[src/rtl/drr_pkg.sv]
package drr_pkg;
  typedef enum logic {CH_B = 1'b0, CH_A = 1'b1} chan_e;
  localparam int unsigned BCAST_BIT = 0;
  localparam int unsigned NUM_CH = 2;
endpackage

[src/rtl/drr_bus_capture.sv]
module drr_bus_capture #(
  parameter int unsigned AW = 3,
  parameter int unsigned DW = 8
) (
  input  logic          clk_i,
  input  logic          rst_ni,
  input  logic          cs_ni,
  input  logic          sel_i,
  input  logic [AW-1:0] addr_i,
  input  logic [DW-1:0] wdata_i,
  input  logic          wr_ni,
  output logic          commit_o,
  output logic          sel_o,
  output logic [AW-1:0] addr_o,
  output logic [DW-1:0] data_o
);
  logic wr_q, cs_q;

  // bus fields latched during the low phase of the strobe
  always_ff @(posedge clk_i or negedge rst_ni) begin
    if (!rst_ni) begin
      wr_q   <= 1'b1;
      cs_q   <= 1'b1;
      sel_o  <= 1'b0;
      addr_o <= '0;
      data_o <= '0;
    end else begin
      wr_q <= wr_ni;
      if (!wr_ni) begin
        cs_q   <= cs_ni;
        sel_o  <= sel_i;
        addr_o <= addr_i;
        data_o <= wdata_i;
      end
    end
  end

  assign commit_o = wr_ni & ~wr_q & ~cs_q;
endmodule

[src/rtl/drr_reg_bank.sv]
module drr_reg_bank #(
  parameter int unsigned AW   = 3,
  parameter int unsigned DW   = 8,
  parameter int unsigned NREG = 7
) (
  input  logic                     clk_i,
  input  logic                     rst_ni,
  input  logic                     we_i,
  input  logic [AW-1:0]            addr_i,
  input  logic [DW-1:0]            data_i,
  output logic [NREG-1:0][DW-1:0]  regs_o
);
  always_ff @(posedge clk_i or negedge rst_ni) begin
    if (!rst_ni) begin
      regs_o <= '0;
    end else if (we_i) begin
      for (int i = 0; i < NREG; i++) begin
        if (addr_i == AW'(i)) regs_o[i] <= data_i;
      end
    end
  end
endmodule

[src/rtl/drr_read_mux.sv]
module drr_read_mux #(
  parameter int unsigned AW   = 3,
  parameter int unsigned DW   = 8,
  parameter int unsigned NREG = 7
) (
  input  logic                    cs_ni,
  input  logic                    rd_ni,
  input  logic                    sel_i,
  input  logic [AW-1:0]           addr_i,
  input  logic [NREG-1:0][DW-1:0] bank_a_i,
  input  logic [NREG-1:0][DW-1:0] bank_b_i,
  input  logic [DW-1:0]           afr_i,
  output logic [DW-1:0]           rdata_o
);
  always_comb begin
    rdata_o = '0;
    if (!cs_ni && !rd_ni) begin
      if (addr_i == AW'(NREG)) rdata_o = afr_i;
      else if (sel_i)          rdata_o = bank_a_i[addr_i];
      else                     rdata_o = bank_b_i[addr_i];
    end
  end
endmodule

[src/rtl/dual_chan_reg_router.sv]
module dual_chan_reg_router #(
  parameter int unsigned AW = 3,
  parameter int unsigned DW = 8
) (
  input  logic          clk_i,
  input  logic          rst_ni,
  input  logic          cs_ni,
  input  logic          chan_sel_i,
  input  logic [AW-1:0] addr_i,
  input  logic [DW-1:0] wdata_i,
  input  logic          rd_ni,
  input  logic          wr_ni,
  output logic [DW-1:0] rdata_o
);
  import drr_pkg::*;

  localparam int unsigned NREG = (1 << AW) - 1;

  logic                    commit, sel_q, afr_hit, bcast;
  logic [AW-1:0]           addr_q;
  logic [DW-1:0]           data_q, afr_q;
  logic [NUM_CH-1:0]       we;
  logic [NREG-1:0][DW-1:0] bank [NUM_CH];
  logic                    we_a, we_b;
  logic [NREG-1:0][DW-1:0] bank_a, bank_b;

  drr_bus_capture #(.AW(AW), .DW(DW)) u_cap (
    .clk_i    (clk_i),
    .rst_ni   (rst_ni),
    .cs_ni    (cs_ni),
    .sel_i    (chan_sel_i),
    .addr_i   (addr_i),
    .wdata_i  (wdata_i),
    .wr_ni    (wr_ni),
    .commit_o (commit),
    .sel_o    (sel_q),
    .addr_o   (addr_q),
    .data_o   (data_q)
  );

  assign afr_hit = (addr_q == AW'(NREG));
  assign bcast   = afr_q[BCAST_BIT];

  // shared alternate-function register
  always_ff @(posedge clk_i or negedge rst_ni) begin
    if (!rst_ni)                afr_q <= '0;
    else if (commit && afr_hit) afr_q <= data_q;
  end

  for (genvar c = 0; c < NUM_CH; c++) begin : g_ch
    // broadcast overrides the select on writes only
    assign we[c] = commit & ~afr_hit & (bcast | (sel_q == c[0]));

    drr_reg_bank #(.AW(AW), .DW(DW), .NREG(NREG)) u_bank (
      .clk_i  (clk_i),
      .rst_ni (rst_ni),
      .we_i   (we[c]),
      .addr_i (addr_q),
      .data_i (data_q),
      .regs_o (bank[c])
    );
  end

  assign we_a   = we[CH_A];
  assign we_b   = we[CH_B];
  assign bank_a = bank[CH_A];
  assign bank_b = bank[CH_B];

  drr_read_mux #(.AW(AW), .DW(DW), .NREG(NREG)) u_rmux (
    .cs_ni    (cs_ni),
    .rd_ni    (rd_ni),
    .sel_i    (chan_sel_i),
    .addr_i   (addr_i),
    .bank_a_i (bank_a),
    .bank_b_i (bank_b),
    .afr_i    (afr_q),
    .rdata_o  (rdata_o)
  );
endmodule

[config.mk]
export PLATFORM = sky130hd
export DESIGN_NAME = dual_chan_reg_router
export DESIGN_NICKNAME = d
export VERILOG_FILES = /design/src/rtl/drr_pkg.sv /design/src/rtl/drr_bus_capture.sv /design/src/rtl/drr_reg_bank.sv /design/src/rtl/drr_read_mux.sv /design/src/rtl/dual_chan_reg_router.sv
export SDC_FILE = /design/constraint.sdc
export NUM_CORES = 1
export LEC_CHECK = 0
export BUFFER_PORTS_ARGS = -buffer_cell sky130_fd_sc_hd__buf_2
export CORE_ASPECT_RATIO = 1.5
export CORE_MARGIN = 10
export CORE_UTILIZATION = 42
export CTS_BUF_LIST = sky130_fd_sc_hd__clkbuf_16
export CTS_CLUSTER_DIAMETER = 150
export DETAILED_ROUTE_END_ITERATION = 6
export RECOVER_POWER = 100
export SYNTH_ARGS = -nofsm -noshare
export SYNTH_HDL_FRONTEND = slang
export SYNTH_HIERARCHICAL = 1
export SYNTH_SLANG_ARGS = --single-unit
[constraint.sdc]
create_clock -name clk_i -period 4.4 [get_ports clk_i]
set_input_delay 0.88 -clock clk_i [delete_from_list [all_inputs] [get_ports clk_i]]
set_output_delay 0.88 -clock clk_i [all_outputs]
set_load 0.02 [all_outputs]
==> flow_metrics.env, run 1 <==
export IMPL_synthesis_instances=420
export IMPL_synth_edf_count=0
export IMPL_worstMarginPinSlew_ns=2.01
export IMPL_place_congestion=0.824
export IMPL_worst_setup_hold_path_clk_slew_ns=0.06
export IMPL_arrival_ns=2.88
export IMPL_hold_viol_final=0
export IMPL_critical_path_data_required_time_ns=3.52
export IMPL_violations="capacitance limit, slew limit"
export IMPL_cts_buffers=17
export IMPL_timing_critical_path_to_type="primary output"
export IMPL_fillCellCount=1341
export IMPL_detail_route_first_pass_iterations=4
export IMPL_netlist_top_cells_count="133 x sky130_fd_sc_hd__mux2_2, 132 x sky130_fd_sc_hd__dfrtp_1, 16 x sky130_fd_sc_hd__mux2i_1, 15 x sky130_fd_sc_hd__buf_2, 13 x sky130_fd_sc_hd__a211oi_1"
export IMPL_slew_limit_headroom_pct=-34.1
export IMPL_worst_clock_skew_ns=0.00797
export IMPL_first_global_vias=3953
export IMPL_post_drt_via_cell_ratio=5.63
export IMPL_critical_path_type="primary input to primary output"
export IMPL_ys_async_sr_fraction_pct=100
export IMPL_fp_coreArea_sq_um=14700
export IMPL_power_ir_vdd_worst_mv=0.238
export IMPL_antenna_violating_nets_post_route=0
export IMPL_reg2reg_slack_ns=1.08
export IMPL_timing_hold_worst_path_depth=1
export IMPL_die_area_sq_um=20400
export IMPL_postCtsSetupRepairBufs=0
export IMPL_netlist_cell_type_count=36
export IMPL_core_rowCount=54
export IMPL_drv_cap=3
export IMPL_cell_class_contributing_the_biggest_share_of_worst_path_delay="buffers and inverters"
export IMPL_post_layout_total_power_mw=3.63
export IMPL_cts_root_buffer_cell="sky130_fd_sc_hd__clkbuf_16"
export IMPL_achievable_frequency_ghz=0.266
export IMPL_nNetsFinal=476
export IMPL_routed_via_count=3762
export IMPL_synth_area_sq_um=6300
export IMPL_cts_htree_levels=4
export IMPL_critical_path_startpoint_type="primary input"
export IMPL_outcome="finished, violations left"
export IMPL_die_y_microns=170
export IMPL_final_core_util_pct=48.5
export IMPL_synth_largest_area_cell="sky130_fd_sc_hd__dfrtp_1"
export IMPL_register_area_sq_um=3360
export IMPL_post_synth_cell_area_avg_sq_um=15.0
export IMPL_yosys_cell_count_top_type="sky130_fd_sc_hd__mux2_2"
export IMPL_post_route_worst_setup_slack_ns=0.642
export IMPL_post_route_period_util_pct=85.4
export IMPL_cts_hold_buf=0
export IMPL_post_cts_resize_count=0
export IMPL_cp_max_fo=30
export IMPL_placedCellCount=636
export IMPL_longest_clk_path_bufs=2
export IMPL_timing_rr_end="g_ch[1].u_bank/regs_o[6]$_DFFE_PN0P_"
export IMPL_drt_wl_total_mm=15.2
export IMPL_hold_path_end="g_ch[0].u_bank/regs_o[46]$_DFFE_PN0P_"
export IMPL_final_cell_count_no_fill=668
export IMPL_grt_total_usage_pct=15.3
export IMPL_grt_antenna_before_repair=0
export IMPL_n_antenna_cell=0
export IMPL_dr_first_iter_drc_count=158
export IMPL_timing_hold_worst_class="flop to flop"
export IMPL_sequential_fraction_of_the_synthesis_area_pct=53.3
export IMPL_multi_input_comb_area_sq_um=2690
export IMPL_grt_start_max_net_pins=66
export IMPL_clock_sinks=134
export IMPL_drive_above_1_share_pct=43.2
export IMPL_dominantRegCellSynth="sky130_fd_sc_hd__dfrtp_1"
export IMPL_cellLeakagePower_nw=3.23
export IMPL_setup_tns_ns=0
export IMPL_dp_hpwl_mm=10.4
export IMPL_design_portCount=25
export IMPL_initial_utilization_pct=42.9
export IMPL_power_density_nw_per_um2=510
export IMPL_worstPathCellList="clkbuf_2, mux4_2, o22ai_1, a211oi_2, clkbuf_1"
export IMPL_clk_insertion_delay_late_ns=0.41
export IMPL_reg2reg_depth=6
export IMPL_cts_tree="done"
export IMPL_reg2reg_from="u_cap/wr_q$_DFF_PN1_"
export IMPL_post_synth_top_area_fraction_pct=52.5
export IMPL_setup_viol_count_final=0
export IMPL_chip_width_microns=120
export IMPL_placement_setup_worst_slack_ns=0.727
export IMPL_crit_buf_inv=2
export IMPL_place_port_buffers=24
export IMPL_wire_length_of_the_first_global_routing_pass_mm=23.6
export IMPL_critPathLaunch="addr_i[0]"
export IMPL_report_final_slew_viol_count=139
export IMPL_critical_path_slowest_cell="sky130_fd_sc_hd__clkbuf_2"
export IMPL_grt_overflow_total=0
export IMPL_syn_nets=437
export IMPL_yosys_top_cells_area="sky130_fd_sc_hd__dfrtp_1 52%, sky130_fd_sc_hd__mux2_2 24%, sky130_fd_sc_hd__mux4_2 3.9%"
export IMPL_flow_area_growth_from_synthesis_pct=13.0
export IMPL_routed_wire_length_per_instance_microns=22.7
export IMPL_synth_ff_latch_count=134
export IMPL_crit_path_max_incr_delay_ns=0.74
export IMPL_fin_crit_ns=3.76
export IMPL_rsz0062_at_grt="no"
export IMPL_synth_warnings=6
export IMPL_count_of_unresolved_drc_violations_after_routing=0
export IMPL_hold_path_startpoint="g_ch[0].u_bank/regs_o[46]$_DFFE_PN0P_"
worst register-to-register path, cell delays in order (launching register included):
cell,delay [ns]
sky130_fd_sc_hd__dfstp_2,0.36
sky130_fd_sc_hd__nor3b_1,0.42
sky130_fd_sc_hd__nor3b_1,0.25
sky130_fd_sc_hd__clkbuf_1,0.28
sky130_fd_sc_hd__nor4b_1,1.04
sky130_fd_sc_hd__clkbuf_1,0.45
sky130_fd_sc_hd__mux2_2,0.40
power by group:
group | internal, mW | switching [mW] | total, mW
Clock | 0.848 | 0.569 | 1.42
Combinational | 0.323 | 0.210 | 0.533
Sequential | 1.50 | 0.177 | 1.68
Total | 2.67 | 0.956 | 3.63
worst max-delay path by stage:
stage	endpoint	slack, ns	cells after the start
CTS	rdata_o[3]	0.73	5
floorplan	rdata_o[5]	1.38	5
finish	rdata_o[3]	0.64	5
detailed placement	rdata_o[3]	0.73	5
global placement	rdata_o[3]	0.69	5
global route	afr_q[0]$_DFFE_PN0P_	0.31	2
state kept, by name (all words and copies together), names as in the netlist:
signal / flops
u_cap/wr_q: 1
u_cap/data_o: 8
afr_q: 8
u_cap/cs_q: 1
u_cap/sel_o: 1
g_ch.u_bank/regs_o: 112
u_cap/addr_o: 3
per-stage QoR:
| stage | instance area, sq um | hold slack (ns) |
|---|---|---|
| after floorplan | 6300 | 0.470 |
| after global placement | 6680 | 0.480 |
| after detailed placement | 6680 | 0.485 |
| after CTS | 7270 | 0.499 |
| after global routing | 7120 | 0.506 |
| final | 7120 | 0.496 |
logic make-up (layout without fill, tap and decap cells):
| logic type | Yosys count | count (layout) | synth area share [%] |
|---|---|---|---|
| muxes | 165 | 165 | 32.4 |
| and+or+nand+nor | 47 | 47 | 5.80 |
| AOI/OAI and AO/OA | 43 | 43 | 5.21 |
| DFF | 134 | 134 | 53.3 |
| buffers and inverters | 31 | 83 | 3.34 |
area by class of cell:
| class | instances | area share [%] |
|---|---|---|
| clock buffers | 17 | 5.98 |
| multi-input cells | 255 | 37.7 |
| repair buffers | 49 | 3.22 |
| inverters | 2 | 0.105 |
| clock inverters | 15 | 2.37 |
| flip-flops and latches | 134 | 47.2 |
| well taps | 196 | 3.45 |
metal layers:
layer / global-route usage [%] / share of wire (%) / wire (microns)
met5: 0 / 0 / 0
met4: 5.63 / 1.3 / 203
met3: 2.55 / 2.4 / 370
met2: 27.0 / 54 / 8200
met1: 18.2 / 42 / 6400
placed cells by master, fill, tap and decap left out, types with 4 or more instances in the layout:
cell type                   instances
sky130_fd_sc_hd__clkinv_4           5
sky130_fd_sc_hd__o22a_1             8
sky130_fd_sc_hd__mux4_2            11
sky130_fd_sc_hd__mux4_1             5
sky130_fd_sc_hd__o21ai_0            8
sky130_fd_sc_hd__mux2i_1           16
sky130_fd_sc_hd__nor2b_1            4
sky130_fd_sc_hd__dfrtp_1          132
sky130_fd_sc_hd__a211oi_1          13
sky130_fd_sc_hd__clkbuf_16         17
sky130_fd_sc_hd__o22ai_1            7
sky130_fd_sc_hd__nand4b_1           6
sky130_fd_sc_hd__and2b_1            5
sky130_fd_sc_hd__mux2_2           133
sky130_fd_sc_hd__nor2_1             6
sky130_fd_sc_hd__nor4bb_1           6
sky130_fd_sc_hd__nor3_1             5
sky130_fd_sc_hd__clkbuf_1          29
sky130_fd_sc_hd__buf_2             15
Note: power is estimated with default switching activity, not from simulation.
==> inputs of run 2 (changes only) <==
--- a/config.mk
+++ b/config.mk
@@ -5,6 +5,7 @@
 export SDC_FILE = /design/constraint.sdc
 export NUM_CORES = 1
 export LEC_CHECK = 0
+export ABC_AREA = 1
 export BUFFER_PORTS_ARGS = -buffer_cell sky130_fd_sc_hd__buf_2
 export CORE_ASPECT_RATIO = 1.5
 export CORE_MARGIN = 10
@@ -13,6 +14,7 @@
 export CTS_CLUSTER_DIAMETER = 150
 export DETAILED_ROUTE_END_ITERATION = 6
 export RECOVER_POWER = 100
+export SETUP_SLACK_MARGIN = 0.2
 export SYNTH_ARGS = -nofsm -noshare
 export SYNTH_HDL_FRONTEND = slang
 export SYNTH_HIERARCHICAL = 1
==> run 2 against run 1 <==
Compared with the run above:
- the flow still finishes with violations (capacitance limit, slew limit)
- sequential power shrank 2%
- setup slack gained 0.023 ns
- final cell count grew 72%
- fmax grew 0.60%
- area after synthesis grew 7.1%
- non-clock buffer count shrank 15
- sequential share of layout area shrank 2.5 points
- sequential cell count is the same
==> flow_metrics.env, run 2 <==
export IMPL_netlist_cell_type_count=23
export IMPL_slew_limit_headroom_pct=-39.1
export IMPL_routed_via_count=5984
export IMPL_drive_above_1_share_pct=8.87
export IMPL_synth_area_sq_um=6750
export IMPL_drt_wl_total_mm=20.4
export IMPL_antenna_violating_nets_post_route=0
export IMPL_postCtsSetupRepairBufs=0
export IMPL_grt_overflow_total=0
export IMPL_first_global_vias=5779
export IMPL_synth_largest_area_cell="sky130_fd_sc_hd__dfrtp_1"
export IMPL_post_synth_top_area_fraction_pct=49.0
export IMPL_post_drt_via_cell_ratio=5.20
export IMPL_synth_ff_latch_count=134
export IMPL_critical_path_slowest_cell="sky130_fd_sc_hd__clkinv_1"
export IMPL_cts_tree="done"
export IMPL_syn_nets=931
export IMPL_synth_simple_area_share_pct=44.0
export IMPL_chip_width_microns=123
export IMPL_largestRegisters="g_ch.u_bank/regs_o (112), afr_q (8), u_cap/data_o (8)"
export IMPL_cts_htree_levels=4
export IMPL_report_final_slew_viol_count=82
export IMPL_worst_clock_skew_ns=0.0101
export IMPL_synth_edf_count=0
export IMPL_grt_start_max_net_pins=82
export IMPL_violations="capacitance limit, slew limit"
export IMPL_crit_path_max_incr_delay_ns=0.54
export IMPL_detail_route_first_pass_iterations=7
export IMPL_final_cell_mix="481 x sky130_fd_sc_hd__nand2_1, 132 x sky130_fd_sc_hd__dfrtp_1, 117 x sky130_fd_sc_hd__nand3_1, 73 x sky130_fd_sc_hd__nor2_1, 19 x sky130_fd_sc_hd__inv_1"
export IMPL_die_y_microns=175
export IMPL_critical_path_type="primary input to primary output"
export IMPL_flow_area_growth_from_synthesis_pct=11.4
export IMPL_post_synth_cell_area_avg_sq_um=7.38
export IMPL_timing_critical_path_to_type="primary output"
export IMPL_initial_utilization_pct=43.0
export IMPL_synth_compound_area_share_pct=1.78
export IMPL_timing_hold_worst_class="flop to flop"
export IMPL_routed_wire_length_per_instance_microns=17.7
export IMPL_fin_crit_ns=3.74
export IMPL_wire_length_of_the_first_global_routing_pass_mm=32.6
export IMPL_netlist_top_cells_count="474 x sky130_fd_sc_hd__nand2_1, 132 x sky130_fd_sc_hd__dfrtp_1, 117 x sky130_fd_sc_hd__nand3_1, 73 x sky130_fd_sc_hd__nor2_1, 22 x sky130_fd_sc_hd__buf_2"
export IMPL_hold_viol_final=0
export IMPL_setup_viol_count_final=0
export IMPL_nNetsFinal=951
export IMPL_ys_async_sr_fraction_pct=100
export IMPL_outcome="finished, violations left"
export IMPL_dp_hpwl_mm=12.9
export IMPL_cts_hold_buf=0
export IMPL_cellLeakagePower_nw=4.04
export IMPL_largest_family_of_logic_cells_by_synthesized_area="simple AND/OR/NAND/NOR gates"
export IMPL_power_density_nw_per_um2=476
export IMPL_reg2reg_from="u_cap/cs_q$_DFFE_PN1N_"
export IMPL_fillCellCount=1620
export IMPL_clock_sinks=134
export IMPL_final_common_cell="sky130_fd_sc_hd__nand2_1"
export IMPL_cp_max_fo=11
export IMPL_design_portCount=25
export IMPL_fp_coreArea_sq_um=15700
export IMPL_core_rowCount=56
export IMPL_hold_path_startpoint="g_ch[0].u_bank/regs_o[39]$_DFFE_PN0P_"
export IMPL_sequential_fraction_of_the_synthesis_area_pct=49.7
export IMPL_synth_fa_ha_area_share_pct=0
export IMPL_critPathLaunch="addr_i[2]"
export IMPL_number_of_flip_flops_in_the_largest_register=112
export IMPL_synth_mux_area_share_pct=0
export IMPL_post_route_worst_setup_slack_ns=0.665
export IMPL_arrival_ns=2.86
export IMPL_clk_insertion_delay_late_ns=0.42
export IMPL_yosys_top_cells_area="sky130_fd_sc_hd__dfrtp_1 49%, sky130_fd_sc_hd__nand2_1 26%, sky130_fd_sc_hd__nand3_1 8.7%"
export IMPL_yosys_cell_count_top_type="sky130_fd_sc_hd__nand2_1"
export IMPL_grt_total_usage_pct=19.5
export IMPL_critical_path_data_required_time_ns=3.52
export IMPL_drv_cap=1
export IMPL_area_share_of_xor_xnor_cells_in_the_synthesized_design_pct=0
export IMPL_worstPathCellList="clkbuf_1, clkinv_1, clkbuf_1, nand2_1, nand2_1, nor2_1, nor2_1, buf_2"
export IMPL_count_of_unresolved_drc_violations_after_routing=0
export IMPL_worst_setup_hold_path_clk_slew_ns=0.05
export IMPL_n_antenna_cell=0
export IMPL_placement_setup_worst_slack_ns=1.11
export IMPL_post_route_period_util_pct=84.9
export IMPL_grt_antenna_before_repair=0
export IMPL_place_congestion=0.842
export IMPL_critical_path_startpoint_type="primary input"
export IMPL_rsz0062_at_grt="no"
export IMPL_die_area_sq_um=21600
export IMPL_cts_root_buffer_cell="sky130_fd_sc_hd__clkbuf_16"
export IMPL_worstMarginPinSlew_ns=2.09
export IMPL_post_cts_resize_count=0
export IMPL_final_core_util_pct=47.9
export IMPL_synthesis_instances=914
export IMPL_achievable_frequency_ghz=0.268
export IMPL_max_flop_register="g_ch.u_bank/regs_o"
export IMPL_longest_clk_path_bufs=2
export IMPL_fin_worst_hold_slack_ns=0.470
export IMPL_synth_warnings=6
export IMPL_power_ir_vdd_worst_mv=0.243
export IMPL_setup_tns_ns=0
export IMPL_cts_buffers=17
export IMPL_place_port_buffers=24
export IMPL_dominantRegCellSynth="sky130_fd_sc_hd__dfrtp_1"
export IMPL_dr_first_iter_drc_count=427
run 2: changes by cell type in the layout (fill, tap and decap cells not counted), moves of 11 or more:
cell,previous run,this run
sky130_fd_sc_hd__mux4_2,11,0
sky130_fd_sc_hd__nand2_1,2,481
sky130_fd_sc_hd__inv_1,1,19
sky130_fd_sc_hd__mux2_2,133,0
sky130_fd_sc_hd__a211oi_1,13,0
sky130_fd_sc_hd__nor2_1,6,73
sky130_fd_sc_hd__nand3_1,0,117
sky130_fd_sc_hd__clkbuf_1,29,10
sky130_fd_sc_hd__a21oi_1,0,11
sky130_fd_sc_hd__nor2_4,0,11
sky130_fd_sc_hd__mux2i_1,16,0
run 2: final cells by class:
class                   count  area (sq um)  share of cell area, %
repair buffers             34           185                   2.47
multi-input cells         722          3030                   40.3
well taps                 203           254                   3.38
clock inverters            15           166                   2.22
inverters                  25          93.8                   1.25
clock buffers              17           425                   5.66
flip-flops and latches    134          3360                   44.7
run 2: critical path, delay by kind of cell:
| family | cells | cell delay [ns] |
|---|---|---|
| buffers and inverters | 4 | 1.51 |
| AND/OR/NAND/NOR | 4 | 0.45 |
run 2: metrics by stage:
step	total power [mW]	instance area, sq um	std cells
floorplan	1.98	6750	914
global placement	2.16	7010	1118
detailed placement	2.18	7010	1118
CTS	3.61	7600	1150
global route	3.76	7510	1150
finish	3.57	7510	1150
run 2: kinds of logic after synthesis:
family | after synthesis
AO/OA/AOI/OAI | 23
flip-flops | 134
buffers and inverters | 58
AND/OR/NAND/NOR | 699
run 2: path summary, 6_finish.rpt:
path,slack (ns),cells past startpoint,endpoint
hold reg to reg,0.47,2,g_ch[0].u_bank/regs_o[39]$_DFFE_PN0P_
setup reg to reg,1.61,12,g_ch[0].u_bank/regs_o[8]$_DFFE_PN0P_
min in group asynchronous,1.04,1,u_cap/data_o[1]$_DFFE_PN0N_
setup / recovery,0.66,8,rdata_o[0]
hold / removal,0.47,2,g_ch[0].u_bank/regs_o[39]$_DFFE_PN0P_
max in group asynchronous,1.12,2,g_ch[1].u_bank/regs_o[52]$_DFFE_PN0P_
run 2: per-layer routing:
metal	up-vias	share of wire (%)	GRT usage, %
li1	2907	-	-
met1	2890	41	24.4
met2	159	53	33.2
met3	28	4.0	2.58
met4	0	2.4	6.86
met5	-	0	0
run 2: where the power goes:
| part | switching [mW] | total [mW] | leakage [nW] | internal, mW |
|---|---|---|---|---|
| clock network | 0.542 | 1.43 | 0.291 | 0.884 |
| logic | 0.323 | 0.504 | 1.97 | 0.181 |
| registers | 0.187 | 1.64 | 1.78 | 1.46 |
==> inputs of run 3 (changes only) <==
--- a/config.mk
+++ b/config.mk
@@ -5,7 +5,7 @@
 export SDC_FILE = /design/constraint.sdc
 export NUM_CORES = 1
 export LEC_CHECK = 0
-export ABC_AREA = 1
+export ABC_AREA = 0
 export BUFFER_PORTS_ARGS = -buffer_cell sky130_fd_sc_hd__buf_2
 export CORE_ASPECT_RATIO = 1.5
 export CORE_MARGIN = 10
==> constraint.sdc (replaced) <==
create_clock -name clk_i -period 3.82 [get_ports clk_i]
set_input_delay 0.764 -clock clk_i [delete_from_list [all_inputs] [get_ports clk_i]]
set_output_delay 0.764 -clock clk_i [all_outputs]
set_load 0.02 [all_outputs]
==> run 3 against run 2 <==
Compared with the run above:
- combinational power increased by 22%
- core utilization increased by 0.70 points
- setup slack got worse by 0.31 ns
- global-route usage decreased by 4.0 points
- power increased by 16%
- sequential cell count unchanged
- largest cell class unchanged
- non-clock buffer count increased by 9
- wire length decreased by 26%
- die area decreased by 5.8%
- highest routed layer unchanged
- the flow still finishes with violations (capacitance limit, slew limit)
- count of clock-buffer cells in the layout unchanged
- largest power group unchanged
- critical path depth decreased by 3
- sequential power increased by 18%
==> flow_metrics.env, run 3 (synthesis results as in run 1) <==
export IMPL_worst_clock_skew_ns=0.00850
export IMPL_timing_hold_worst_class="flop to flop"
export IMPL_clk_insertion_delay_late_ns=0.42
export IMPL_max_flop_register="g_ch.u_bank/regs_o"
export IMPL_fin_crit_ns=3.47
export IMPL_n_antenna_cell=0
export IMPL_place_congestion=0.808
export IMPL_report_final_slew_viol_count=51
export IMPL_grt_antenna_before_repair=0
export IMPL_cts_hold_buf=0
export IMPL_drive_above_1_share_pct=44.0
export IMPL_fin_area_sq_um=7120
export IMPL_post_route_period_util_pct=90.8
export IMPL_dr_first_iter_drc_count=184
export IMPL_wire_length_of_the_first_global_routing_pass_mm=24.0
export IMPL_final_cell_count_no_fill=662
export IMPL_die_area_sq_um=20400
export IMPL_cp_max_fo=35
export IMPL_cellLeakagePower_nw=3.24
export IMPL_reg2reg_from="u_cap/addr_o[2]$_DFFE_PN0N_"
export IMPL_outcome="finished, violations left"
export IMPL_timing_critical_path_to_type="primary output"
export IMPL_cts_root_buffer_cell="sky130_fd_sc_hd__clkbuf_16"
export IMPL_timing_rr_end="g_ch[1].u_bank/regs_o[11]$_DFFE_PN0P_"
export IMPL_die_y_microns=170
export IMPL_post_route_worst_setup_slack_ns=0.351
export IMPL_critical_path_data_required_time_ns=3.06
export IMPL_grt_total_usage_pct=15.5
export IMPL_critical_path_startpoint_type="primary input"
export IMPL_initial_utilization_pct=42.9
export IMPL_reg2reg_slack_ns=1.07
export IMPL_core_rowCount=54
export IMPL_slew_limit_headroom_pct=-96.0
export IMPL_largestRegisters="g_ch.u_bank/regs_o (112), afr_q (8), u_cap/data_o (8)"
export IMPL_hold_viol_final=0
export IMPL_first_global_vias=4026
export IMPL_number_of_flip_flops_in_the_largest_register=112
export IMPL_placement_setup_worst_slack_ns=0.429
export IMPL_routed_via_count=3735
export IMPL_hold_path_startpoint="g_ch[0].u_bank/regs_o[25]$_DFFE_PN0P_"
export IMPL_post_drt_via_cell_ratio=5.64
export IMPL_grt_start_max_net_pins=59
export IMPL_fp_coreArea_sq_um=14700
export IMPL_nNetsFinal=470
export IMPL_drv_cap=1
export IMPL_critical_path_type="primary input to primary output"
export IMPL_rsz0062_at_grt="no"
export IMPL_final_core_util_pct=48.6
export IMPL_power_ir_vdd_worst_mv=0.343
export IMPL_dp_hpwl_mm=10.2
export IMPL_setup_tns_ns=0
export IMPL_setup_viol_count_final=0
export IMPL_violations="capacitance limit, slew limit"
export IMPL_postCtsSetupRepairBufs=0
export IMPL_drt_wl_total_mm=15.0
export IMPL_worst_setup_hold_path_clk_slew_ns=0.06
export IMPL_timing_hold_worst_path_depth=1
export IMPL_reg2reg_depth=6
export IMPL_cts_buffers=17
export IMPL_worstMarginPinSlew_ns=2.94
export IMPL_power_density_nw_per_um2=584
export IMPL_detail_route_first_pass_iterations=4
export IMPL_antenna_violating_nets_post_route=0
export IMPL_grt_overflow_total=0
export IMPL_design_portCount=25
export IMPL_post_cts_resize_count=0
export IMPL_routed_wire_length_per_instance_microns=22.7
export IMPL_final_cell_mix="132 x sky130_fd_sc_hd__mux2_2, 132 x sky130_fd_sc_hd__dfrtp_1, 20 x sky130_fd_sc_hd__clkbuf_1, 17 x sky130_fd_sc_hd__clkbuf_16"
export IMPL_longest_clk_path_bufs=2
export IMPL_cts_htree_levels=4
export IMPL_flow_area_growth_from_synthesis_pct=13.1
export IMPL_placedCellCount=630
export IMPL_chip_width_microns=120
export IMPL_arrival_ns=2.71
export IMPL_achievable_frequency_ghz=0.288
export IMPL_count_of_unresolved_drc_violations_after_routing=0
export IMPL_postPlaceCellArea_sq_um=6650
export IMPL_place_port_buffers=24
export IMPL_cts_tree="done"
export IMPL_hold_path_end="g_ch[0].u_bank/regs_o[25]$_DFFE_PN0P_"
export IMPL_clock_sinks=134
run 3: per-stage QoR:
step	hold slack (ns)	total power, mW
2_1_floorplan	0.468	2.38
3_3_place_gp	0.482	2.56
3_5_place_dp	0.488	2.59
4_1_cts	0.396	4.20
5_1_grt	0.512	4.35
6_report	0.500	4.16
run 3: worst max-delay path by stage:
stage                             to      start  slack (ns)
after CTS                 rdata_o[6]  addr_i[0]        0.42
after global placement    rdata_o[3]  addr_i[0]        0.42
after global routing      rdata_o[7]  addr_i[0]        0.14
after floorplan           rdata_o[5]  addr_i[0]        1.03
after detailed placement  rdata_o[3]  addr_i[0]        0.43
final                     rdata_o[3]  addr_i[0]        0.35
run 3: layer usage:
metal	global-route usage [%]	routed length, microns	vias up
li1	-	-	1658
met1	18.8	6440	1970
met2	25.8	7640	82
met3	3.84	622	25
met4	6.53	335	0
met5	0	0	-
run 3: where the power goes:
group | internal (mW) | switching (mW)
combinational | 0.375 | 0.240
sequential | 1.73 | 0.206
clock | 0.964 | 0.645
total | 3.07 | 1.09
run 3: worst max-delay path, stage by stage:
cell	delay, ns
sky130_fd_sc_hd__clkbuf_2	0.75
sky130_fd_sc_hd__nand2b_1	0.32
sky130_fd_sc_hd__o22a_1	0.32
sky130_fd_sc_hd__a211oi_2	0.25
sky130_fd_sc_hd__clkbuf_1	0.27
run 3: final cells by class:
| class | count | area (sq um) |
|---|---|---|
| inverter | 2 | 7.51 |
| timing repair buffer | 43 | 230 |
| clock buffer | 17 | 425 |
| tap | 196 | 245 |
| clock inverter | 15 | 155 |
| multi-input combinational | 255 | 2700 |
| sequential | 134 | 3360 |
| fill | 1319 | 7540 |
